[src/rtl/sfifo_pkg.sv]
package sfifo_pkg;
  localparam int TAG_W = 2;

  typedef enum logic [TAG_W-1:0] {
    TPL_ADD   = 2'd0,
    TPL_BZ    = 2'd1,
    TPL_LOAD  = 2'd2,
    TPL_STORE = 2'd3
  } tpl_kind_e;

  // Kinds that write a destination register.
  function automatic logic kind_writes_reg(input logic [TAG_W-1:0] tag);
    return (tag == TPL_ADD) || (tag == TPL_LOAD);
  endfunction

  // Distance of a slot from the head, modulo depth.
  function automatic int slot_age(input int slot, input int head, input int depth);
    return (slot >= head) ? (slot - head) : (slot + depth - head);
  endfunction
endpackage

[src/rtl/sfifo_ctrl.sv]
module sfifo_ctrl #(
  parameter int DEPTH = 2,
  localparam int PTR_W = (DEPTH > 1) ? $clog2(DEPTH) : 1,
  localparam int CNT_W = $clog2(DEPTH + 1)
) (
  input  logic             clk,
  input  logic             rst_n,
  input  logic             clr,
  input  logic             enq_req,
  input  logic             deq_req,
  output logic             enq_fire,
  output logic             deq_fire,
  output logic             enq_ready,
  output logic             empty,
  output logic [PTR_W-1:0] head_ptr,
  output logic [PTR_W-1:0] tail_ptr,
  output logic [CNT_W-1:0] count,
  output logic [DEPTH-1:0] live_mask
);
  import sfifo_pkg::*;

  logic full;

  function automatic logic [PTR_W-1:0] ptr_inc(input logic [PTR_W-1:0] p);
    return (p == PTR_W'(DEPTH - 1)) ? '0 : p + 1'b1;
  endfunction

  assign full      = (count == CNT_W'(DEPTH));
  assign empty     = (count == '0);
  assign deq_fire  = deq_req && !empty;
  assign enq_ready = !full || deq_fire;
  assign enq_fire  = enq_req && enq_ready && !clr;

  always_comb begin
    for (int i = 0; i < DEPTH; i++) begin
      live_mask[i] = slot_age(i, int'(head_ptr), DEPTH) < int'(count);
    end
  end

  always_ff @(posedge clk) begin
    if (!rst_n || clr) begin
      head_ptr <= '0;
      tail_ptr <= '0;
      count    <= '0;
    end else begin
      if (enq_fire) tail_ptr <= ptr_inc(tail_ptr);
      if (deq_fire) head_ptr <= ptr_inc(head_ptr);
      case ({enq_fire, deq_fire})
        2'b10:   count <= count + 1'b1;
        2'b01:   count <= count - 1'b1;
        default: count <= count;
      endcase
    end
  end
endmodule

[src/rtl/sfifo_store.sv]
module sfifo_store #(
  parameter int DEPTH  = 2,
  parameter int ITEM_W = 71,
  localparam int PTR_W = (DEPTH > 1) ? $clog2(DEPTH) : 1
) (
  input  logic                    clk,
  input  logic                    rst_n,
  input  logic                    wr_en,
  input  logic [PTR_W-1:0]        wr_ptr,
  input  logic [ITEM_W-1:0]       wr_data,
  input  logic [PTR_W-1:0]        rd_ptr,
  output logic [ITEM_W-1:0]       rd_data,
  output logic [DEPTH*ITEM_W-1:0] slots_flat
);
  logic [ITEM_W-1:0] mem [DEPTH];

  for (genvar g = 0; g < DEPTH; g++) begin : g_slot
    always_ff @(posedge clk) begin
      if (!rst_n)
        mem[g] <= '0;
      else if (wr_en && (wr_ptr == PTR_W'(g)))
        mem[g] <= wr_data;
    end
    assign slots_flat[g*ITEM_W +: ITEM_W] = mem[g];
  end

  assign rd_data = mem[rd_ptr];
endmodule

[src/rtl/sfifo_search.sv]
module sfifo_search #(
  parameter int DEPTH  = 2,
  parameter int REG_W  = 5,
  parameter int ITEM_W = 71
) (
  input  logic [DEPTH*ITEM_W-1:0] slots_flat,
  input  logic [DEPTH-1:0]        search_mask,
  input  logic [REG_W-1:0]        find_reg,
  output logic [DEPTH-1:0]        slot_match,
  output logic                    hit
);
  import sfifo_pkg::*;

  localparam int TAG_LSB = ITEM_W - TAG_W;
  localparam int DST_LSB = TAG_LSB - REG_W;

  for (genvar g = 0; g < DEPTH; g++) begin : g_cmp
    logic [ITEM_W-1:0] ent;
    assign ent = slots_flat[g*ITEM_W +: ITEM_W];
    assign slot_match[g] = search_mask[g]
                         && kind_writes_reg(ent[TAG_LSB +: TAG_W])
                         && (ent[DST_LSB +: REG_W] == find_reg);
  end

  assign hit = |slot_match;
endmodule

[src/rtl/sfifo_pipe.sv]
module sfifo_pipe #(
  parameter int DEPTH  = 2,
  parameter int REG_W  = 5,
  parameter int DATA_W = 32,
  localparam int ITEM_W = sfifo_pkg::TAG_W + REG_W + 2 * DATA_W,
  localparam int PTR_W  = (DEPTH > 1) ? $clog2(DEPTH) : 1,
  localparam int CNT_W  = $clog2(DEPTH + 1)
) (
  input  logic              clk,
  input  logic              rst_n,
  input  logic              clr,
  input  logic              enq_valid,
  input  logic [ITEM_W-1:0] enq_data,
  output logic              enq_ready,
  input  logic              deq_req,
  output logic              head_valid,
  output logic [ITEM_W-1:0] head_data,
  input  logic [REG_W-1:0]  find_reg,
  output logic              find_hit
);
  logic                    enq_fire, deq_fire, empty;
  logic [PTR_W-1:0]        head_ptr, tail_ptr;
  logic [CNT_W-1:0]        count;
  logic [DEPTH-1:0]        live_mask, head_onehot, search_mask, slot_match;
  logic [DEPTH*ITEM_W-1:0] slots_flat;

  sfifo_ctrl #(.DEPTH(DEPTH)) u_ctrl (
    .clk(clk), .rst_n(rst_n), .clr(clr),
    .enq_req(enq_valid), .deq_req(deq_req),
    .enq_fire(enq_fire), .deq_fire(deq_fire), .enq_ready(enq_ready),
    .empty(empty), .head_ptr(head_ptr), .tail_ptr(tail_ptr),
    .count(count), .live_mask(live_mask)
  );

  sfifo_store #(.DEPTH(DEPTH), .ITEM_W(ITEM_W)) u_store (
    .clk(clk), .rst_n(rst_n), .wr_en(enq_fire), .wr_ptr(tail_ptr),
    .wr_data(enq_data), .rd_ptr(head_ptr), .rd_data(head_data),
    .slots_flat(slots_flat)
  );

  // Lookup is ordered after the pop: the leaving head is masked out.
  always_comb begin
    head_onehot = '0;
    head_onehot[head_ptr] = 1'b1;
  end
  assign search_mask = live_mask & ~(deq_fire ? head_onehot : '0);

  sfifo_search #(.DEPTH(DEPTH), .REG_W(REG_W), .ITEM_W(ITEM_W)) u_search (
    .slots_flat(slots_flat), .search_mask(search_mask),
    .find_reg(find_reg), .slot_match(slot_match), .hit(find_hit)
  );

  assign head_valid = !empty;
endmodule

[config.mk]
export PLATFORM = sky130hd
export DESIGN_NAME = sfifo_pipe
export DESIGN_NICKNAME = d
export VERILOG_FILES = /design/src/rtl/sfifo_pkg.sv /design/src/rtl/sfifo_ctrl.sv /design/src/rtl/sfifo_store.sv /design/src/rtl/sfifo_search.sv /design/src/rtl/sfifo_pipe.sv
export SDC_FILE = /design/constraint.sdc
export NUM_CORES = 1
export LEC_CHECK = 0
export ABC_CLOCK_PERIOD_IN_PS = 9400
export BUFFER_PORTS_ARGS = -buffer_cell sky130_fd_sc_hd__clkbuf_2
export CORE_MARGIN = 2
export CORE_UTILIZATION = 58
export DETAILED_ROUTE_END_ITERATION = 10
export PLACE_DENSITY = 0.95
export SLEW_MARGIN = 40
export SYNTH_ARGS = -nofsm -noshare
export SYNTH_HDL_FRONTEND = slang
export SYNTH_SLANG_ARGS = --single-unit
[constraint.sdc]
create_clock -name clk -period 9.4 [get_ports clk]
set_input_delay 0.94 -clock clk [delete_from_list [all_inputs] [get_ports clk]]
set_output_delay 0.94 -clock clk [all_outputs]
set_load 0.01 [all_outputs]
# Yosys cells after proc, flatten, opt, wreduce, memory -nomap -nowiden
# Memory sizes are Yosys's and may differ from the RTL's. A register that Yosys moved wholly into a read port is not among the register bits.
# Cells that the tools add are included.
# totals
regBits	4
ramBits	142
input_bits	81
output_inout_bits	74
wordCells	69
memories	1
# op_classes
n_addsub	7
n_lt_le_gt_ge	5
eq_ne	7
n_mux	18
bitwise_logic	5
n_reduce_logical	23
# mem_list
memory	depth	word_bits	rd	rd_clocked_by_memory_dff	wr	line	text
u_store.mem	2	71	3	1	2	sfifo_store.sv:15	logic [ITEM_W-1:0] mem [DEPTH];
# op_table
op	count
71-bit two-way mux	2
32-bit by 3-bit < comparator with 1-bit output	2
32-bit two-way mux	1
1-bit two-way mux	12
5-bit equality test	2
1-bit logical AND	10
2-bit equality test (second input constant)	4
2-bit logical NOT	3
1-bit logical NOT	4
1-bit logical OR	4
2-bit case mux with 2 select lines	1
1-bit by 1-bit subtractor with 2-bit output (first input constant)	2
2-bit by 1-bit subtractor with 3-bit output (first input constant)	1
1-bit adder (second input constant)	2
2-bit by 1-bit adder with 2-bit output (second input constant)	1
2-bit bitwise AND	1
2-bit by 1-bit equality test with 1-bit output (second input constant)	1
1-bit by 2-bit < comparator with 1-bit output (second input constant)	1
2-bit two-way mux	1
2-bit NOT	1
1-bit bitwise OR	2
2-bit nonzero test	1
2-bit OR reduction	1
2-bit by 1-bit subtractor with 2-bit output (second input constant)	1
4 further kinds	4

# Depth between registers and ports, before layout
# logic_depth
word_depth	11
depth_mapped	8
ltp_nobuf	6

# Hierarchy
# A second synthesis with hierarchy kept.
# hier_totals
cells_unflattened	510
area_unflattened_um2	6815.3
# by_module_without_submodules
mod	instances	cells_per_inst	area_per_inst_um2	seq_area_each_um2
sfifo_store	1	463	6403.6	4264.1
sfifo_ctrl	1	28	252.7	80.1
sfifo_search	1	15	136.4	0.0
sfifo_pipe	1	4	22.5	0.0

# Worst setup path before layout
# Ideal clock, no wire load.
# synth_timing
path_kind	input to register
from	in deq_req
to	mem u_store.mem[1][0] (enable)
setup_time_ps	733
arrival_ps	2917
t_required_ps	8667
slack_ps	5750
path_stages	5
n_path_buf	2
cell_sequence	or3b_1 buf_6 nand4_4 buf_6 nand2_1
# synth_rtl
element	line	text
start, declared	sfifo_pipe.sv:15	input logic deq_req,
end, declared	sfifo_store.sv:15	

# Worst setup path in the final report
# layout_timing
from	in deq_req
to	out find_hit
# layout_between
elab_chain_cells	7
elab_cells_between_ends	9
classes_between	mux: 1; bitwise: 2; reduce/logical: 6
# layout_lines
element	line	text
1-bit logical AND (*)	sfifo_ctrl.sv:30	assign deq_fire = deq_req && !empty;
named net deq_fire	sfifo_pipe.sv:21	logic enq_fire, deq_fire, empty;
2-bit two-way mux (*)	sfifo_pipe.sv:46	assign search_mask = live_mask & ~(deq_fire ? head_onehot : '0);
2-bit NOT (*)	sfifo_pipe.sv:46	
2-bit bitwise AND (*)	sfifo_pipe.sv:46	
1-bit logical AND	sfifo_search.sv:21	&& kind_writes_reg(ent[TAG_LSB +: TAG_W])
1-bit logical AND	sfifo_search.sv:22	&& (ent[DST_LSB +: REG_W] == find_reg);
2-bit OR reduction (*)	sfifo_search.sv:25	assign hit = |slot_match;
end, declared	sfifo_pipe.sv:19	output logic find_hit
# Mark *: on every way through the listed nets, which the timed path passes. The rest lies on a longest branch.

==> metrics.txt <==
status=complete, no violations; Max Buffers Root-to-Sink=2; first-pass GRT wire length=approximately 21 mm; Initial Utilization=0.599; worst hold-check path type=flop to flop; worst-path maximum fanout=4; Max IR drop VDD=0.109 mV; Syn Inst Count=508; clk sinks=147; Sw Pwr=approximately 350 µW; global routing usage on met1=0.278; WL per Instance=~17 µm; sequential share of power=0.461; post-route ant nets=0; hpwl dp=8.49 mm; WHS Endpoint=u_ctrl.count[1]; TNS Setup=0 ns; postcts setup bufs=0; drt via density=5.49; Syn Area/Cell=~13 µm²; Inserted Clock Buffers=17; Final min period=around 2.9 ns; Final Skew=0.00845 ns; syn_nets=592; worst path arrival time=1.92 ns; Area growth syn-to-layout=23.2%; crit path launch type=input pin; layout cells sized above 1=0.402; Worst setup EP type=output pin; gp weighted congestion=0.831; Die Height=~110 µm; synthesized flop and latch total=147; flop2flop setup slack=about 7 ns; Synth Warn #=0; Iter 0 DRT Violations=between 200 and 250; Primary FF master, synth=edfxtp_1; CTS root buffer=clkbuf_16; most frequent CP cell=clkbuf_2; Core Rows=38; nets@finish=739; Max Fclk=between 300 and 400 MHz; most crowded layer after global routing=met2; total track usage=0.239; RSZ-0062 raised after global routing=false; Tot Pwr=1.67 mW; Internal Power=1.31 mW; port bufs=~150; Clock Power Share=0.455; Seq/Total Area, Yosys=0.666; reg-to-reg endpoint=u_store.mem[0][41]; HP Start=u_ctrl.count[1]; antenna violations before repair=0; LEAKAGE=around 3.3 nW; switching share of power=0.212; Final Cycle Share=0.304; TritonCTS clock tree=yes; grt ovf=0; WS Path Type=input pin to output pin; vias in the first global route=4,410; CP required=approximately 8.5 ns; clk_lat worst skew=between 0.4 and 0.5 ns; grt met3 use=0.0711; Hold Path Stages=2; slowest CP cell=ha_1; Worst-Margin Slew=0.616 ns; Max-cap violations=0; worst-case hold slack=0.562 ns; Slew HR=0.589; largest net degree at the start of global routing=75; sequential cell area=4370 µm²; count of different cell masters after synthesis=27; CP Cell Sequence=clkbuf_2 -> o21a_1 -> ha_1 -> nor2_1 -> nand4_1 -> o22ai_1 -> clkbuf_2; # diodes=0; Die X-Extent=110 µm; CP max stage delay=0.22 ns; Max Slew Vio Count=0; Total Routed Length=roughly 14 mm; Clock transition at path regs=0.05 ns; total I/O pin count=around 160; fillcell total=708; drt first pass iters=5; RR Startpoint=u_ctrl.count[1]; grt met2 use=0.410; async set or reset register ratio after synthesis=0; Multi-input gate area=1960 µm²; # DRC=0; Core Area=roughly 11,000 µm²; H-tree levels=4; Post-synth EDFFs=142; Vias=4,428; die area=approximately 12,000 µm²; power density cells=206 nW/µm²; PostCTS Resize Cnt=0; path depth of the worst reg2reg path=5; Final Hold Viols=0; hold_buf cts=0; Post-Syn Area=6560 µm²; final setup fails=0; combinational share of power=0.084
## critical path, delay by kind of cell
kind | cells | cell delay (ns)
AO/OA/AOI/OAI | 2 | 0.33
adder cells (fa/ha/maj) | 1 | 0.22
buffers and inverters | 2 | 0.25
AND/OR/NAND/NOR | 2 | 0.18
## metal layers
layer	wire length (µm)	share of wire
met1	5400	0.38
met2	7240	0.52
met3	1050	0.075
met4	369	0.026
met5	0	0
## flip-flops by register name (all words and copies together), names as in the netlist, named ones only
register and flops:
u_ctrl.count 2, u_ctrl.tail_ptr 1, u_ctrl.head_ptr 1, u_store.mem 142
## how the worst max path moves through the flow
stage	from	end	slack (ns)	cells past startpoint
after global routing	flop	head_data[55]	6.48	3
after detailed placement	deq_req	u_store.mem[0][58]	6.32	6
final	deq_req	find_hit	6.54	7
after global placement	deq_req	u_store.mem[0][42]	5.61	4
after CTS	flop	head_data[39]	6.52	3
after floorplan	deq_req	u_store.mem[1][0]	5.75	5
## cells in the mapped netlist, types with 2 or more instances
cell type	count	area share
ha_1	3	0.0057
nand4_1	2	0.0019
clkbuf_1	9	0.0052
dfxtp_1	5	0.015
xnor2_1	10	0.013
mux2_2	71	0.12
nand2_1	73	0.042
xor2_1	3	0.0040
or3_1	2	0.0019
nand4_4	2	0.0065
inv_1	3	0.0017
a21oi_1	2	0.0015
buf_2	7	0.0053
buf_6	16	0.027
nor2_1	147	0.084
edfxtp_1	142	0.65
## kinds of logic after synthesis
kind of cell	Yosys count	share of synthesized area
AOI/OAI and AO/OA	8	0.00821
DFF	147	0.666
buffers and inverters	35	0.0397
and+or+nand+nor	231	0.141
muxes	71	0.122
xor gates and xnor gates	13	0.0174
adders and majority gates	3	0.00573
## power groups by stage
stage	logic (mW)	clock network, mW	registers, mW
after floorplan	0.0832	0	0.776
after global placement	0.130	0	0.779
after detailed placement	0.139	0	0.780
after CTS	0.142	0.763	0.768
after global routing	0.153	0.792	0.771
final	0.140	0.758	0.768
## per-stage QoR
| step | utilization | std cells | area, µm² | setup slack (ns) |
|---|---|---|---|---|
| CTS | 0.738 | 807 | 8070 | 6.52 |
| global route | 0.738 | 807 | 8080 | 6.48 |
| detailed placement | 0.677 | 776 | 7410 | 6.32 |
| global placement | 0.665 | 771 | 7280 | 5.61 |
| floorplan | - | 508 | 6560 | 5.75 |
| finish | 0.738 | 807 | 8080 | 6.54 |
## area by class of cell
type / count / share of cell area
Inverter: 3 / 0.00139
Clock inverter: 12 / 0.0285
Sequential cell: 147 / 0.541
Multi-Input combinational cell: 326 / 0.243
Timing Repair Buffer: 160 / 0.111
Tap cell: 140 / 0.0217
Clock buffer: 19 / 0.0536
## placed cells by master (no fill, tap or decap), types with 3 or more instances in the layout
cell type and count:
buf_12 3, bufinv_16 6, clkbuf_16 17, clkbuf_2 154, clkinv_4 3, dfxtp_1 4
edfxtp_1 142, ha_1 3, inv_1 3, mux2_2 71, nand2_1 72, nor2_1 147
xnor2_1 10, xor2_1 3
(Power assumes the default switching activity.)
